==> config.mk <==
export PLATFORM = sky130hd
export DESIGN_NAME = bulk_cmd_decoder
export DESIGN_NICKNAME = d
export VERILOG_FILES = /design/src/rtl/bcd_pkg.sv /design/src/rtl/bcd_parser.sv /design/src/rtl/bcd_regfile.sv /design/src/rtl/bcd_power.sv /design/src/rtl/bulk_cmd_decoder.sv
export SDC_FILE = /design/constraint.sdc
export NUM_CORES = 1
export LEC_CHECK = 0
export BUFFER_PORTS_ARGS = -buffer_cell sky130_fd_sc_hd__buf_4
export CAP_MARGIN = 5
export CORE_UTILIZATION = 39
export DETAILED_ROUTE_END_ITERATION = 6
export PLACE_DENSITY_LB_ADDON = 0.08
export SLEW_MARGIN = 10
export SYNTH_ARGS = -nofsm -noshare
export SYNTH_HDL_FRONTEND = slang
export SYNTH_SLANG_ARGS = --single-unit
export TNS_END_PERCENT = 20
==> constraint.sdc <==
create_clock -name clk -period 2.5 [get_ports clk]
set_clock_uncertainty 0.2 [all_clocks]
set_input_delay 0.5 -clock clk [delete_from_list [all_inputs] [get_ports clk]]
set_output_delay 0.5 -clock clk [all_outputs]
set_load 0.1 [all_outputs]
==> src/rtl/bcd_pkg.sv <==
package bcd_pkg;
  localparam logic [7:0] LEAD_BYTE  = 8'hAF;
  localparam logic [7:0] OP_REGWR   = 8'h20;
  localparam logic [7:0] OP_COPY    = 8'h6A;
  localparam logic [7:0] LOCK_ADDR  = 8'hFF;
  localparam logic [7:0] LOCK_VAL   = 8'h00;
  localparam logic [7:0] UNLOCK_VAL = 8'hFF;
  localparam logic [7:0] DEPTH_ADDR = 8'h00;
  localparam logic [7:0] BLANK_ADDR = 8'h1F;
  localparam logic [7:0] B16_ADDR   = 8'h20;
  localparam logic [7:0] B8_ADDR    = 8'h26;
  localparam logic [7:0] TIMING_LO  = 8'h01;
  localparam logic [7:0] TIMING_HI  = 8'h1E;
  localparam logic [7:0] PD_CODE    = 8'h07;

  localparam int PTR_BYTES    = 3;
  localparam int PTR_W        = 8 * PTR_BYTES;
  localparam int COPY_PAYLOAD = 2 * PTR_BYTES + 1;
  localparam int ACC_W        = 8 * (COPY_PAYLOAD - 1);
  localparam int NSLOT        = 2 + 2 * PTR_BYTES;
  localparam int CNT_W        = $clog2(COPY_PAYLOAD);

  typedef enum logic [2:0] {PS_HUNT, PS_OPC, PS_ADDR, PS_DATA, PS_COPY} pstate_t;

  // slot 0: depth, slot 1: blanking, then 16 bpp base bytes, then 8 bpp base bytes
  function automatic logic [7:0] slot_addr(input int idx);
    if (idx == 0)                  return DEPTH_ADDR;
    else if (idx == 1)             return BLANK_ADDR;
    else if (idx < 2 + PTR_BYTES)  return B16_ADDR + 8'(idx - 2);
    else                           return B8_ADDR + 8'(idx - 2 - PTR_BYTES);
  endfunction
endpackage

==> src/rtl/bcd_parser.sv <==
module bcd_parser
  import bcd_pkg::*;
(
  input  logic             clk,
  input  logic             rst_n,
  input  logic             s_valid,
  output logic             s_ready,
  input  logic [7:0]       s_data,
  output logic             rq_valid,
  input  logic             rq_ready,
  output logic [PTR_W-1:0] rq_src,
  output logic [7:0]       rq_count,
  output logic [PTR_W-1:0] rq_dst,
  output logic             wr_en,
  output logic [7:0]       wr_addr,
  output logic [7:0]       wr_data,
  output logic             err_sticky
);
  pstate_t          st;
  logic [7:0]       addr_q;
  logic [ACC_W-1:0] acc;
  logic [CNT_W-1:0] cnt;
  logic             take;

  assign s_ready = !rq_valid;
  assign take    = s_valid && s_ready;

  always_ff @(posedge clk) begin
    if (!rst_n) begin
      st         <= PS_HUNT;
      addr_q     <= '0;
      acc        <= '0;
      cnt        <= '0;
      wr_en      <= 1'b0;
      wr_addr    <= '0;
      wr_data    <= '0;
      err_sticky <= 1'b0;
      rq_valid   <= 1'b0;
      rq_src     <= '0;
      rq_count   <= '0;
      rq_dst     <= '0;
    end else begin
      wr_en <= 1'b0;
      if (rq_valid && rq_ready) rq_valid <= 1'b0;
      if (take) begin
        unique case (st)
          PS_HUNT: begin
            if (s_data == LEAD_BYTE) st <= PS_OPC;
            else err_sticky <= 1'b1;
          end
          PS_OPC: begin
            if (s_data == OP_REGWR) st <= PS_ADDR;
            else if (s_data == OP_COPY) begin
              st  <= PS_COPY;
              cnt <= '0;
            end else begin
              err_sticky <= 1'b1;
              st         <= PS_HUNT;
            end
          end
          PS_ADDR: begin
            addr_q <= s_data;
            st     <= PS_DATA;
          end
          PS_DATA: begin
            wr_en   <= 1'b1;
            wr_addr <= addr_q;
            wr_data <= s_data;
            st      <= PS_HUNT;
          end
          PS_COPY: begin
            acc <= {acc[ACC_W-9:0], s_data};
            cnt <= cnt + 1'b1;
            if (cnt == CNT_W'(COPY_PAYLOAD - 1)) begin
              rq_valid <= 1'b1;
              rq_src   <= acc[ACC_W-1 -: PTR_W];
              rq_count <= acc[ACC_W-PTR_W-1 -: 8];
              rq_dst   <= {acc[PTR_W-9:0], s_data};
              st       <= PS_HUNT;
            end
          end
          default: st <= PS_HUNT;
        endcase
      end
    end
  end


  wr_pulse_chk: assert property (@(posedge clk) disable iff (!rst_n)
    wr_en |=> !wr_en);

  rq_hold_chk: assert property (@(posedge clk) disable iff (!rst_n)
    (rq_valid && !rq_ready) |=> (rq_valid && $stable(rq_src) && $stable(rq_count) && $stable(rq_dst)));

  err_keep_chk: assert property (@(posedge clk) disable iff (!rst_n)
    err_sticky |=> err_sticky);
endmodule

==> src/rtl/bcd_regfile.sv <==
module bcd_regfile
  import bcd_pkg::*;
(
  input  logic             clk,
  input  logic             rst_n,
  input  logic             wr_en,
  input  logic [7:0]       wr_addr,
  input  logic [7:0]       wr_data,
  output logic [NSLOT*8-1:0] live_flat,
  output logic             unlock_evt,
  output logic             timing_wr
);
  logic [NSLOT*8-1:0] shadow_flat;
  logic               locked;
  logic               lock_evt;

  assign lock_evt   = wr_en && (wr_addr == LOCK_ADDR) && (wr_data == LOCK_VAL);
  assign unlock_evt = wr_en && (wr_addr == LOCK_ADDR) && (wr_data == UNLOCK_VAL);
  assign timing_wr  = wr_en && (wr_addr >= TIMING_LO) && (wr_addr <= TIMING_HI);

  always_ff @(posedge clk) begin
    if (!rst_n)          locked <= 1'b0;
    else if (lock_evt)   locked <= 1'b1;
    else if (unlock_evt) locked <= 1'b0;
  end

  for (genvar i = 0; i < NSLOT; i++) begin : g_slot
    logic hit;
    assign hit = wr_en && (wr_addr == slot_addr(i));
    always_ff @(posedge clk) begin
      if (!rst_n) begin
        shadow_flat[i*8 +: 8] <= '0;
        live_flat[i*8 +: 8]   <= '0;
      end else begin
        if (hit) shadow_flat[i*8 +: 8] <= wr_data;
        if (hit && !locked)  live_flat[i*8 +: 8] <= wr_data;
        else if (unlock_evt) live_flat[i*8 +: 8] <= shadow_flat[i*8 +: 8];
      end
    end
  end


  locked_hold_chk: assert property (@(posedge clk) disable iff (!rst_n)
    (wr_en && locked && (wr_addr != LOCK_ADDR)) |=> $stable(live_flat));

  unlock_copy_chk: assert property (@(posedge clk) disable iff (!rst_n)
    unlock_evt |=> (live_flat == $past(shadow_flat)));
endmodule

==> src/rtl/bcd_power.sv <==
module bcd_power
  import bcd_pkg::*;
(
  input  logic       clk,
  input  logic       rst_n,
  input  logic [7:0] blank,
  input  logic       unlock_evt,
  input  logic       timing_wr,
  output logic       hsync_on,
  output logic       vsync_on,
  output logic       panel_on
);
  logic pd_latched;
  logic timing_seen;
  logic clr_pend;
  logic hs_c, vs_c, pw_c;

  always_ff @(posedge clk) begin
    if (!rst_n) begin
      timing_seen <= 1'b0;
      clr_pend    <= 1'b0;
      pd_latched  <= 1'b0;
    end else begin
      clr_pend <= unlock_evt && timing_seen;
      if (unlock_evt)     timing_seen <= 1'b0;
      else if (timing_wr) timing_seen <= 1'b1;
      if (blank == PD_CODE) pd_latched <= 1'b1;
      else if (clr_pend)    pd_latched <= 1'b0;
    end
  end

  always_comb begin
    unique case (blank)
      8'h00:   {hs_c, vs_c, pw_c} = 3'b111;
      8'h05:   {hs_c, vs_c, pw_c} = 3'b011;
      PD_CODE: {hs_c, vs_c, pw_c} = 3'b000;
      default: {hs_c, vs_c, pw_c} = 3'b001;
    endcase
  end

  assign hsync_on = hs_c && !pd_latched;
  assign vsync_on = vs_c && !pd_latched;
  assign panel_on = pw_c && !pd_latched;


  pd_quiet_chk: assert property (@(posedge clk) disable iff (!rst_n)
    pd_latched |-> (!hsync_on && !vsync_on && !panel_on));

  blank_pd_chk: assert property (@(posedge clk) disable iff (!rst_n)
    (blank == PD_CODE) |=> pd_latched);
endmodule

==> src/rtl/bulk_cmd_decoder.sv <==
module bulk_cmd_decoder
  import bcd_pkg::*;
(
  input  logic        clk,
  input  logic        rst_n,
  input  logic        s_valid,
  output logic        s_ready,
  input  logic [7:0]  s_data,
  output logic        rq_valid,
  input  logic        rq_ready,
  output logic [23:0] rq_src,
  output logic [7:0]  rq_count,
  output logic [23:0] rq_dst,
  output logic        err_sticky,
  output logic [7:0]  depth_sel,
  output logic [23:0] base16,
  output logic [23:0] base8,
  output logic        hsync_on,
  output logic        vsync_on,
  output logic        panel_on
);
  logic               wr_en;
  logic [7:0]         wr_addr;
  logic [7:0]         wr_data;
  logic [NSLOT*8-1:0] live_flat;
  logic               unlock_evt;
  logic               timing_wr;

  bcd_parser u_parser (
    .clk(clk), .rst_n(rst_n),
    .s_valid(s_valid), .s_ready(s_ready), .s_data(s_data),
    .rq_valid(rq_valid), .rq_ready(rq_ready),
    .rq_src(rq_src), .rq_count(rq_count), .rq_dst(rq_dst),
    .wr_en(wr_en), .wr_addr(wr_addr), .wr_data(wr_data),
    .err_sticky(err_sticky)
  );

  bcd_regfile u_regs (
    .clk(clk), .rst_n(rst_n),
    .wr_en(wr_en), .wr_addr(wr_addr), .wr_data(wr_data),
    .live_flat(live_flat), .unlock_evt(unlock_evt), .timing_wr(timing_wr)
  );

  bcd_power u_power (
    .clk(clk), .rst_n(rst_n),
    .blank(live_flat[15:8]), .unlock_evt(unlock_evt), .timing_wr(timing_wr),
    .hsync_on(hsync_on), .vsync_on(vsync_on), .panel_on(panel_on)
  );

  assign depth_sel = live_flat[7:0];

  for (genvar b = 0; b < PTR_BYTES; b++) begin : g_base
    assign base16[PTR_W-1-8*b -: 8] = live_flat[(2+b)*8 +: 8];
    assign base8[PTR_W-1-8*b -: 8]  = live_flat[(2+PTR_BYTES+b)*8 +: 8];
  end


  ready_stall_chk: assert property (@(posedge clk) disable iff (!rst_n)
    !s_ready |-> rq_valid);
endmodule

Yosys cells after proc, flatten, opt, wreduce, memory -nomap -nowiden
Cells that the tools add are included.
{"block": "word_totals", "inputBits": 12, "ff_bits": 269}
{"block": "op_classes", "n_addsub": 1, "n_lt_le_gt_ge": 2, "bitwise": 1, "n_reduce_logical": 56, "n_eq_ne": 25, "n_mux": 40}
{"cell": "$mux 8", "count": 16}
{"cell": "$eq 8x6->1 const B", "count": 7}
{"cell": "$logic_and 1x1->1", "count": 27}
{"cell": "$eq 8x8->1 const B", "count": 3}
{"cell": "$logic_not 8->1", "count": 3}
{"cell": "$reduce_bool 2->1", "count": 12}
{"cell": "$mux 3", "count": 6}
{"cell": "$eq 8x3->1 const B", "count": 2}
{"cell": "$mux 1", "count": 15}
{"cell": "$pmux 3 s4", "count": 1}
{"cell": "$eq 8x5->1 const B", "count": 1}
{"cell": "$eq 8x7->1 const B", "count": 1}
{"cell": "$ge 8x1->1 const B", "count": 1}
{"cell": "$le 8x5->1 const B", "count": 1}
{"cell": "$reduce_and 2->1", "count": 4}
{"cell": "$eq 3x2->1 const B", "count": 2}
{"cell": "$eq 3x3->1 const B", "count": 2}
{"cell": "$ne 2x1->1 const B", "count": 3}
{"cell": "$ne 2x2->1 const B", "count": 3}
{"cell": "$pmux 3 s2", "count": 1}
{"cell": "$reduce_and 3->1", "count": 2}
{"cell": "$reduce_and 5->1", "count": 1}
{"cell": "$reduce_and 4->1", "count": 1}
{"cell": "$reduce_or 2->1", "count": 2}
{"cell": "6 further kinds", "count": 8}

Depth between registers and ports, before layout
{"block": "depth", "depth_word": 5, "mapped_depth": 8}

Cells and area by module
From an unflattened synthesis, not the netlist that was laid out.
{"block": "unflattened", "cells_unflattened": 1216, "hier_area_um2": 10676.5}
{"module": "bcd_regfile", "cells_per_inst": 588, "area_each_um2": 5627.9, "n_inst": 1, "seq_area_each_um2": 2582.5}
{"module": "bcd_parser", "cells_per_inst": 611, "area_each_um2": 4899.7, "n_inst": 1, "seq_area_each_um2": 2742.6}
{"module": "bcd_power", "cells_per_inst": 17, "area_each_um2": 148.9, "n_inst": 1, "seq_area_each_um2": 60.1}

Least setup slack after synthesis
OpenSTA, ideal clock, no wires.
{"block": "synth_timing", "path_type": "reg-to-output", "startpoint": "register u_regs.live_flat[11]", "endpoint": "output hsync_on", "stages_incl_launch_ff": 5, "setup_slack_ps": -1200, "t_arrival_ps": 3000, "n_path_buf": 0, "cell_sequence": "dfxtp_1 or4_1 nor2_1 nand2_1 nor3_1"}
{"block": "synth_via", "elab_chain_len": 3}
{"element": "from (decl)", "line": "bcd_regfile.sv:9", "source": "output logic [NSLOT*8-1:0] live_flat,"}
{"element": "from (signal, indexed assignment)", "line": "bcd_regfile.sv:36", "source": "if (hit && !locked) live_flat[i*8 +: 8] <= wr_data;"}
{"element": "from (signal, indexed assignment)", "line": "bcd_regfile.sv:37", "source": "else if (unlock_evt) live_flat[i*8 +: 8] <= shadow_flat[i*8 +: 8];"}
{"element": "$logic_not 8->1", "line": "bcd_power.sv:33", "source": "unique case (blank)"}
{"element": "$mux 1", "line": "bcd_power.sv:33"}
{"element": "$logic_and 1x1->1", "line": "bcd_power.sv:41", "source": "assign hsync_on = hs_c && !pd_latched;"}
{"element": "to (decl)", "line": "bulk_cmd_decoder.sv:18", "source": "output logic hsync_on,"}
No other way between the ends.

Final worst setup path
Ends and elaborated chain as after synthesis.

==> impl_metrics.yaml <==
outcome:
  run_status: "finished, violations left"
  failed_checks: "negative setup slack"
synth:
  mappedNetlistArea_sq_mm: 0.01184
  syn-instance-count: 1289
  synth_enable_flop_cells: 0
  ys_types: 56
  yosys_warnings: 0
  mappedNetlistNets: 1303
  dominantRegCellSynth: "sky130_fd_sc_hd__dfxtp_1"
  synth.ff_latch_count: 269
  postSynthAreaPerCell_sq_um: 9.185
  synth_sequential_area_ratio_pct: 45.49
  fraction_of_registers_with_async_set_reset_pct: 0
clocking:
  cts.repair_timing.setup_buffer_count: 0
  clkTransAtPathRegs_ns: 0.06
  ctsLongestPathBuffers: 3
  cts_inserted_buffers: 30
  cts-htree-levels: 1
  clock-root-buffer: "sky130_fd_sc_hd__clkbuf_16"
  tritoncts: "yes"
  insertion_delay_ns: 0.55
  hold_buffers: 0
  clock-sinks: 269
timing:
  worst_pin_slew_ns: 0.8701
  setup_ws_ns: -0.1659
  rsz0062_at_grt: "true"
  final.period_utilization_pct: 106.6
  layout_min_cycle_time_ns: 2.666
  achievable-frequency_mhz: 375.1
  finalSetupViolCount: 3
  hold_viol: 0
  fin_setup_tns_ns: -0.4618
  max-slew-margin-rel_pct: 41.99
  finalMaxSlewViolations: 0
critical_path:
  timing.critical_path.to_type: "primary output"
  timing.critical_path.from_type: "register"
  worstPathRequired_ns: 1.80
  r2r_start: "u_parser.wr_addr[1]"
  critPathLaunch: "u_regs.live_flat[11]"
  data_arrival_critical_path_ns: 1.97
  r2r_cells: 5
  ff2ff_setup_slack_ns: 0.33
  crit_fanout: 2
  worst_r2r_endpoint: "u_regs.live_flat[32]"
  endpoint: "hsync_on"
  critPathKind: "reg -> out"
route:
  postRouteWirelength_microns: 29700
  routed_wire_length_per_instance_microns: 17.19
  ant_nets: 0
  drt-initial-drc-count: 474
  route.vias.total: 9014
  via_per_inst: 5.216
  drtPass1Iterations: 7
  drt_drc_violations_left: 0
worst_hold_path:
  class_of_the_worst_hold_path: "in -> reg"
grt:
  grt_antenna_before_repair: 0
  wire_length_of_the_first_global_routing_pass_microns: 47990
  grt_pass1_vias: 8866
  global_route.usage.total_pct: 19.11
  grt_max_degree: 90
  globalRoute.totalOverflow: 0
pwr:
  p_leak_uw: 0.005120
  totalPowerFinal_uw: 9089
  pwr_density_cell_mw_per_mm2: 657.1
  vdd_drop_max_mv: 0.4254
place:
  detailed_place.area_sq_mm: 0.01274
  gp_congestion: 0.7728
  io_buffers: 129
  detailedPlacementHpwl_microns: 17840
cells_and_area:
  nFillCells: 2835
  final_util_pct: 46.55
  layout-drive-gt1-share_pct: 18.16
  finalNetCount: 1330
  synthesis_to_layout_area_growth_pct: 16.85
  design_area_sq_mm: 0.01383
  antenna-diode-count: 0
  commonest_cells_after_routing_fill_and_taps_aside: "sky130_fd_sc_hd__dfxtp_1, sky130_fd_sc_hd__nand2_1, sky130_fd_sc_hd__buf_4, sky130_fd_sc_hd__a21boi_0, sky130_fd_sc_hd__nor2b_1"
  layout_commonest_cell: "sky130_fd_sc_hd__dfxtp_1"
die:
  floorplan.initialDensity_pct: 39.84
  rows: 63
  fp.dieArea_sq_mm: 0.03106
  fp.dieW_microns: 176.2
  die_height_microns: 176.2
  num_io_pins: 130
  core_area_sq_mm: 0.02972
flow_run:
  timing.max_cap.violations: 0
[sequential cells by signal (all words and copies together), names as in the netlist, 24 cells and up]
signal / cells
u_parser.rq_dst: 24
u_regs.shadow_flat: 64
u_parser.acc: 48
u_parser.rq_src: 24
u_regs.live_flat: 64
[power breakdown]
group	internal (uW)	leakage (uW)	switching, uW	total, uW
Combinational	79.0	0.00243	96.0	175
Sequential	4290	0.00217	0.874	4290
Clock	2870	0.000522	1760	4630
Total	7230	0.00512	1860	9090
[cell type report]
cell class / count / area [sq um] / area share, %
multi-input combinational: 819 / 5419 / 39.17
timing repair buffer: 170 / 1396 / 10.09
inverter: 26 / 97.59 / 0.7055
clock buffer: 43 / 890.9 / 6.440
sequential: 269 / 5386 / 38.94
clock inverter: 11 / 155.1 / 1.122
tap: 390 / 488.0 / 3.527
[stage by stage]
| stage | setup WS [ns] | hold WS, ns | cells |
|---|---|---|---|
| after floorplan | -0.08919 | 0.2098 | 1289 |
| after global routing | -0.2459 | 0.03691 | 1728 |
| after global placement | 0.2890 | 0.2425 | 1674 |
| after detailed placement | 0.2630 | 0.2486 | 1674 |
| after CTS | -0.2059 | 0.01251 | 1728 |
| final | -0.1659 | 0.04777 | 1728 |
[synth_stat cells (3+ instances only)]
cell type,n,area (sq um)
sky130_fd_sc_hd__a211oi_1,26,195.2
sky130_fd_sc_hd__a21boi_0,116,870.8
sky130_fd_sc_hd__a21boi_1,45,337.8
sky130_fd_sc_hd__a21oi_1,3,15.01
sky130_fd_sc_hd__a32o_1,25,250.2
sky130_fd_sc_hd__a32oi_1,40,350.3
sky130_fd_sc_hd__and3_1,8,50.05
sky130_fd_sc_hd__and4_1,3,26.28
sky130_fd_sc_hd__buf_2,39,195.2
sky130_fd_sc_hd__buf_4,58,435.4
sky130_fd_sc_hd__buf_6,8,90.09
sky130_fd_sc_hd__clkbuf_1,69,259.0
sky130_fd_sc_hd__dfxtp_1,269,5385
sky130_fd_sc_hd__inv_1,26,97.59
sky130_fd_sc_hd__mux2i_1,72,720.7
sky130_fd_sc_hd__nand2_1,252,945.9
sky130_fd_sc_hd__nand3_1,9,45.04
sky130_fd_sc_hd__nand3b_1,3,22.52
sky130_fd_sc_hd__nand4_1,4,25.02
sky130_fd_sc_hd__nand4b_1,4,35.03
sky130_fd_sc_hd__nor2_1,12,45.04
sky130_fd_sc_hd__nor2b_1,76,475.5
sky130_fd_sc_hd__nor3_1,4,20.02
sky130_fd_sc_hd__nor3b_1,4,30.03
sky130_fd_sc_hd__nor4_1,3,18.77
sky130_fd_sc_hd__o211ai_1,39,292.8
sky130_fd_sc_hd__o21a_1,26,195.2
sky130_fd_sc_hd__o21ai_0,7,35.03
sky130_fd_sc_hd__or3_1,6,37.54
[repair_timing]
| action | 4_1_cts | 5_1_grt |
|---|---|---|
| pin swaps | 3 | 0 |
| gates resized for setup | 10 | 2 |
| endpoints found under the setup margin | 3 | 3 |
[worst min-delay path by stage]
stage	from	end	slack, ns	depth (start not counted)
after detailed placement	u_parser.acc[41]	u_parser.rq_src[17]	0.25	2
after CTS	s_data[2]	u_parser.rq_dst[2]	0.01	3
after global routing	s_data[4]	u_parser.rq_dst[4]	0.04	3
after floorplan	u_power.timing_seen	u_power.clr_pend	0.21	2
after global placement	u_parser.acc[41]	u_parser.rq_src[17]	0.24	2
final	s_data[2]	u_parser.rq_dst[2]	0.05	3
[layer usage]
layer	track usage [%]	vias up	share of wire (%)
met5	0	-	0
met2	32.33	152	47
li1	-	4477	-
met4	5.181	0	2.2
met1	25.12	4343	47
met3	2.993	42	3.5
[critical path, stage by stage, from the launching register on]
cell and delay (ns):
sky130_fd_sc_hd__dfxtp_2 0.32, sky130_fd_sc_hd__or4_4 0.54, sky130_fd_sc_hd__nor2_4 0.10, sky130_fd_sc_hd__nand2_1 0.11, sky130_fd_sc_hd__nor3_4 0.16, sky130_fd_sc_hd__buf_12 0.20
[kinds of logic after synthesis]
group,after synthesis,synth area share (%)
AOI/OAI and AO/OA,331,21.74
adders and majority gates,2,0.2113
and+or+nand+nor,412,17.17
xor gates and xnor gates,1,0.07399
DFF,269,45.49
muxes,73,6.183
buffers and inverters,201,9.131
Power figures use the tool's default switching activity.
